### config.mk
export PLATFORM = sky130hd
export DESIGN_NAME = smp_fetch_seq
export DESIGN_NICKNAME = d
export VERILOG_FILES = /design/src/rtl/smp_fetch_pkg.sv /design/src/rtl/smp_rate_timer.sv /design/src/rtl/smp_pointer.sv /design/src/rtl/smp_fetch_seq.sv
export SDC_FILE = /design/constraint.sdc
export NUM_CORES = 1
export LEC_CHECK = 0
export BUFFER_PORTS_ARGS = -buffer_cell sky130_fd_sc_hd__buf_2
export CORE_ASPECT_RATIO = 1.4
export CORE_MARGIN = 2
export CORE_UTILIZATION = 30
export CTS_CLUSTER_DIAMETER = 200
export CTS_CLUSTER_SIZE = 14
export DETAILED_ROUTE_END_ITERATION = 8
export SYNTH_ARGS = -nofsm -noshare
export SYNTH_HDL_FRONTEND = slang
export SYNTH_HIERARCHICAL = 1
export SYNTH_SLANG_ARGS = --single-unit
export TNS_END_PERCENT = 100
### constraint.sdc
create_clock -name clk -period 2.25 [get_ports clk]
set_input_delay 0.45 -clock clk [delete_from_list [all_inputs] [get_ports clk]]
set_output_delay 0.45 -clock clk [all_outputs]
set_load 0.005 [all_outputs]
### src/rtl/smp_fetch_pkg.sv
package smp_fetch_pkg;

  localparam int RATE_W = 4;
  localparam int TMR_W  = 12;
  localparam int LEN_W  = 12;
  localparam int ADDR_W = 16;
  localparam int DATA_W = 8;

  typedef enum logic [1:0] {
    SEL_MODE = 2'd0,
    SEL_ADDR = 2'd1,
    SEL_LEN  = 2'd2,
    SEL_CTRL = 2'd3
  } reg_sel_e;

  // fetch period in clocks for each rate index
  function automatic logic [TMR_W-1:0] period_of(input logic [RATE_W-1:0] idx);
    logic [TMR_W-1:0] p;
    case (idx)
      4'd0:  p = 12'hD60;
      4'd1:  p = 12'hBE0;
      4'd2:  p = 12'hAA0;
      4'd3:  p = 12'hA00;
      4'd4:  p = 12'h8F0;
      4'd5:  p = 12'h7F0;
      4'd6:  p = 12'h710;
      4'd7:  p = 12'h6B0;
      4'd8:  p = 12'h5F0;
      4'd9:  p = 12'h500;
      4'd10: p = 12'h470;
      4'd11: p = 12'h400;
      4'd12: p = 12'h350;
      4'd13: p = 12'h2A0;
      4'd14: p = 12'h240;
      default: p = 12'h1B0;
    endcase
    return p;
  endfunction

  function automatic logic [ADDR_W-1:0] start_of(input logic [7:0] v);
    return 16'hC000 + {2'b00, v, 6'b000000};
  endfunction

  function automatic logic [LEN_W-1:0] len_of(input logic [7:0] v);
    return {v, 4'h0};
  endfunction

  // increment keeping the top address bit set
  function automatic logic [ADDR_W-1:0] step_addr(input logic [ADDR_W-1:0] a);
    return {1'b1, a[ADDR_W-2:0] + {{(ADDR_W-2){1'b0}}, 1'b1}};
  endfunction

endpackage

### src/rtl/smp_rate_timer.sv
module smp_rate_timer #(
  parameter int CNT_W = 12
) (
  input  logic             clk,
  input  logic             rst_n,
  input  logic             restart,
  input  logic             run,
  input  logic [CNT_W-1:0] period,
  output logic             tick
);
  logic [CNT_W-1:0] cnt_q;
  logic [CNT_W-1:0] reload;

  assign reload = period - {{(CNT_W-1){1'b0}}, 1'b1};
  assign tick   = run && !restart && (cnt_q == '0);

  always_ff @(posedge clk or negedge rst_n) begin
    if (!rst_n) begin
      cnt_q <= '0;
    end else if (restart) begin
      cnt_q <= reload;
    end else if (run) begin
      if (cnt_q == '0) cnt_q <= reload;
      else             cnt_q <= cnt_q - {{(CNT_W-1){1'b0}}, 1'b1};
    end
  end
endmodule

### src/rtl/smp_pointer.sv
module smp_pointer
  import smp_fetch_pkg::*;
#(
  parameter int A_W = ADDR_W,
  parameter int L_W = LEN_W
) (
  input  logic           clk,
  input  logic           rst_n,
  input  logic           load,
  input  logic           advance,
  input  logic [A_W-1:0] start_addr,
  input  logic [L_W-1:0] start_len,
  output logic [A_W-1:0] addr,
  output logic           len_zero
);
  logic [L_W-1:0] left_q;

  assign len_zero = (left_q == '0);

  always_ff @(posedge clk or negedge rst_n) begin
    if (!rst_n) begin
      addr   <= '0;
      left_q <= '0;
    end else if (load || (advance && len_zero)) begin
      addr   <= start_addr;
      left_q <= start_len;
    end else if (advance) begin
      addr   <= step_addr(addr);
      left_q <= left_q - {{(L_W-1){1'b0}}, 1'b1};
    end
  end
endmodule

### src/rtl/smp_fetch_seq.sv
module smp_fetch_seq
  import smp_fetch_pkg::*;
#(
  parameter int DW = DATA_W,
  parameter int AW = ADDR_W
) (
  input  logic          clk,
  input  logic          rst_n,
  input  logic          wr_en,
  input  logic [1:0]    wr_sel,
  input  logic [7:0]    wr_data,
  output logic [7:0]    status_o,
  output logic          irq_o,
  output logic          fetch_req_o,
  output logic [AW-1:0] fetch_addr_o,
  input  logic          fetch_valid_i,
  input  logic [DW-1:0] fetch_data_i,
  output logic          byte_valid_o,
  output logic [DW-1:0] byte_o
);
  // software registers: not reset, they keep their contents
  logic [1:0]        mode_q;
  logic [RATE_W-1:0] rate_q;
  logic [7:0]        areg_q;
  logic [7:0]        lreg_q;

  logic active_q, irq_q, wait_q, bvalid_q;
  logic [DW-1:0] bdata_q;

  // named events
  logic wr_mode, wr_addr, wr_len, wr_ctrl;
  logic start_evt, stop_evt, ack_evt;
  logic tick, fetch_go, done_evt, end_evt, irq_set, len_zero;
  logic [AW-1:0] ptr_addr;

  assign wr_mode = wr_en && (wr_sel == SEL_MODE);
  assign wr_addr = wr_en && (wr_sel == SEL_ADDR);
  assign wr_len  = wr_en && (wr_sel == SEL_LEN);
  assign wr_ctrl = wr_en && (wr_sel == SEL_CTRL);

  assign start_evt = wr_ctrl && wr_data[4] && !active_q;
  assign stop_evt  = wr_ctrl && !wr_data[4];
  assign ack_evt   = wr_ctrl || (wr_mode && !wr_data[7]);

  assign fetch_go  = tick && !wait_q;
  assign done_evt  = active_q && wait_q && fetch_valid_i;
  assign end_evt   = done_evt && len_zero && !mode_q[0];
  assign irq_set   = end_evt && (mode_q == 2'b10);

  always_ff @(posedge clk) begin
    if (wr_mode) begin
      mode_q <= wr_data[7:6];
      rate_q <= wr_data[RATE_W-1:0];
    end
    if (wr_addr) areg_q <= wr_data;
    if (wr_len)  lreg_q <= wr_data;
  end

  always_ff @(posedge clk or negedge rst_n) begin
    if (!rst_n) begin
      active_q <= 1'b0;
      irq_q    <= 1'b0;
      wait_q   <= 1'b0;
      bvalid_q <= 1'b0;
      bdata_q  <= '0;
    end else begin
      if (stop_evt)       active_q <= 1'b0;
      else if (start_evt) active_q <= 1'b1;
      else if (end_evt)   active_q <= 1'b0;

      if (irq_set)      irq_q <= 1'b1;
      else if (ack_evt) irq_q <= 1'b0;

      if (stop_evt || start_evt) wait_q <= 1'b0;
      else if (fetch_go)         wait_q <= 1'b1;
      else if (done_evt)         wait_q <= 1'b0;

      bvalid_q <= done_evt;
      if (done_evt) bdata_q <= fetch_data_i;
    end
  end

  smp_rate_timer #(.CNT_W(TMR_W)) u_timer (
    .clk     (clk),
    .rst_n   (rst_n),
    .restart (start_evt),
    .run     (active_q),
    .period  (period_of(rate_q)),
    .tick    (tick)
  );

  smp_pointer #(.A_W(AW), .L_W(LEN_W)) u_ptr (
    .clk        (clk),
    .rst_n      (rst_n),
    .load       (start_evt),
    .advance    (done_evt),
    .start_addr (start_of(areg_q)),
    .start_len  (len_of(lreg_q)),
    .addr       (ptr_addr),
    .len_zero   (len_zero)
  );

  assign fetch_req_o  = fetch_go;
  assign fetch_addr_o = ptr_addr;
  assign byte_valid_o = bvalid_q;
  assign byte_o       = bdata_q;
  assign irq_o        = irq_q;
  assign status_o     = {irq_q, 2'b00, active_q, 4'b0000};
endmodule

==> flow_summary.toml <==
[outcome]
result_of_the_run = "finished, violations left"
failed_checks = "negative setup slack"

[timing]
slew-limit-headroom = 0.619
timing_hold_violations_final = 0
report.final.setup_viol = 1
fin_ws_ns = -0.0366
timing.setup.tns_ns = -0.0366
fin_skew_ns = 0.00720
worst-slew-pin-transition_ns = 0.568
finalCriticalPeriod_ns = 2.29
maxSlewViolCount = 0
min_period_over_period = 1.02
grt_setup_unrepaired = "yes"
max_clock_freq_ghz = 0.437

[clock_network]
ctsHtreeMaxLevel = 3
numClockSinks = 82
cts-buffers-inserted = 9
clkLatencyLatePin_ns = 0.35
cts.path.max_buffers = 2
clk_transition_reported_paths_ns = 0.06
cts_root_buf = "clkbuf_16"
cts_tree = "built"

[worst_setup_path]
worst_ep_required_time_ns = 1.80
crit_path_end_kind = "output pin"
r2r_cells = 8
crit-reg2reg-capture = "u_ptr/addr[14]$_DFFE_PN0P_"
worst_setup_path_endpoint = "fetch_req_o"
cp_max_fo = 2
worst_ep_arrival_time_ns = 1.84
cell_chain_critical_path = "inv_2 -> ha_4 -> nor4b_4 -> and3_4 -> and3_4 -> nor2b_4 -> buf_2"
type_of_the_setup_path_with_the_least_slack = "reg -> out"
cp_slowest_cell = "dfrtp_1"
cp_common_cell = "and3_4"
critical_path_buf_inv_count = 2
worst_setup_slack_for_register_to_register_paths_ns = 0.13
critPathLaunch = "u_timer/cnt_q[1]$_DFFE_PN0P_"
critical-path-max-stage-delay_ns = 0.40
setup.worst_path.start_class = "flip-flop"
crit_cells = 7
path_delay_family = "simple AND/OR/NAND/NOR gates"
rr_startpoint = "u_ptr/left_q[0]$_DFFE_PN0P_"

[power]
power_leakage_nw = 2.41
power.ir.vdd_worst_mv = 0.394
tot_pwr_mw = 5.13
p_per_area_nw_per_um2 = 914

[finish]
drive_above_1_share = 0.274
most-common-layout-cells = "dfrtp_1 (52), buf_2 (50), conb_1 (34)"
finish.utilization = 0.387
area_added_between_synthesis_and_finish_pct = 25.8
mostFrequentLayoutCell = "dfrtp_1"
nNetsFinal = 563
antenna_cells_inserted = 0

[logic_synthesis]
synth_enable_flop_cells = 22
yosys_register_bits = 82
syn_inst = 433
synth_top_flop_cell = "dfrtp_1"
synth_sequential_area_ratio = 0.476
ys.warnings.count = 6
async_sr_flop_fraction = 0.634
synthesis.area_sq_um = 4460
post_synth.cell_area_avg_sq_um = 10.3
post_synth_num_cell_types = 82

[die]
die-area_sq_um = 15900
start_util = 0.307
floorplan.rows = 52
ios = 57
die_y_microns = 148
die-width_microns = 107
core_box_area_sq_um = 14500

[grt]
grt-ovfl-total = 0
number_of_antenna_violations_at_the_first_check_in_global_routing = 0
first_global_vias = 3561
groute.usage.overall = 0.144
grt_pass1_wl_mm = 17.8
pin_count_of_the_biggest_net_entering_global_routing = 33

[route]
vias_per_cell = 5.06
wl_mm = 11.1
vias = 3674
drt_iter0_markers = 245
postRouteAntennaNets = 0
drc = 0
drt_first_pass_iters = 5
drt-wirelength-per-cell_microns = 15.4

[placed_design]
port-buffer-count = 50
pre_cts_slack_ns = 0.0852
gp_congestion = 0.854
hpwlAfterDp_mm = 8.02

[hold_path]
hp-class = "in -> async"

[flow_run]
drv.max_cap_violation_count = 0
[worst register-to-register path, delay by kind of cell (launching register included)]
family                     cells  cell delay, ns
adders and majority gates      1            0.23
buffers and inverters          2            0.14
DFF                            1            0.44
and+or+nand+nor                5            1.26
[routing by layer]
metal,vias to the layer above,wire [microns],part of all wire,global-route usage
met1,1745,4630,0.42,0.177
met5,-,0,0,0
met3,21,511,0.046,0.0223
met4,0,325,0.029,0.0792
met2,122,5680,0.51,0.238
li1,1786,-,-,-
[synth_stat cells, types with 10 or more instances]
master | instances | area, sq um
nor3_1 | 10 | 50.1
nand2_1 | 30 | 113
xor2_1 | 12 | 105
mux2_2 | 11 | 124
nor2_1 | 28 | 105
edfxtp_1 | 22 | 661
nand3_1 | 20 | 100
dfrtp_1 | 52 | 1300
o21ai_0 | 21 | 105
a21oi_1 | 23 | 115
o22ai_1 | 12 | 75.1
inv_1 | 17 | 63.8
clkbuf_1 | 13 | 48.8
[area by class of cell]
type	instances	area, sq um
clock buffers	9	225
clock inverters	7	148
fillers	1434	8900
inverters	19	71.3
multi-input cells	337	2300
flip-flops and latches	82	2120
well taps	189	236
repair buffers	83	510
[how the worst min path moves through the flow]
stage / start / endpoint / slack, ns / cells after the start
CTS: rst_n / u_ptr/left_q[5]$_DFFE_PN0P_ / 0.10 / 1
global route: rst_n / u_ptr/left_q[5]$_DFFE_PN0P_ / 0.12 / 1
floorplan: rst_n / active_q$_DFFE_PN0P_ / 0.15 / 0
detailed placement: areg_q[5]$_DFFE_PP_ / u_ptr/addr[11]$_DFFE_PN0P_ / 0.46 / 2
global placement: areg_q[5]$_DFFE_PP_ / u_ptr/addr[11]$_DFFE_PN0P_ / 0.44 / 2
finish: rst_n / u_ptr/left_q[5]$_DFFE_PN0P_ / 0.08 / 1
[sequential cells by signal, summed over array words and instances, names as in the netlist, named ones only]
name	flops
rate_q	4
areg_q	8
byte_o	8
byte_valid_o	1
u_ptr/left_q	12
wait_q	1
mode_q	2
irq_o	1
lreg_q	8
active_q	1
u_ptr/addr	16
u_timer/cnt_q	12
[per-stage QoR]
step	hold slack [ns]	cell area, sq um	cells
2_1_floorplan	0.154	4580	465
3_3_place_gp	0.443	5110	701
3_5_place_dp	0.455	5110	701
4_1_cts	0.100	5560	722
5_1_grt	0.118	5610	726
6_report	0.0812	5610	726
[cell families after synthesis]
| group | synth area share |
|---|---|
| adder cells (fa/ha/maj) | 0.0253 |
| other | 0.00168 |
| AND/OR/NAND/NOR | 0.192 |
| multiplexers | 0.0488 |
| buffers and inverters | 0.0491 |
| XOR/XNOR | 0.0314 |
| flip-flops | 0.476 |
| AO/OA/AOI/OAI | 0.175 |
[power by group]
part | leakage [nW] | switching (mW) | internal [mW]
clock | 0.178 | 0.624 | 1.21
sequential | 0.915 | 0.322 | 1.80
combinational | 1.32 | 0.581 | 0.596
total | 2.41 | 1.53 | 3.60
[what timing repair did]
item | in CTS | in global routing
gates cloned | 0 | 0
resized for setup | 8 | 3
hold buffers | 0 | 0
endpoints found under the setup margin | 1 | 4
setup buffers | 5 | 4
pin swaps | 3 | 2
No activity file was read; power rests on OpenSTA's default activity.
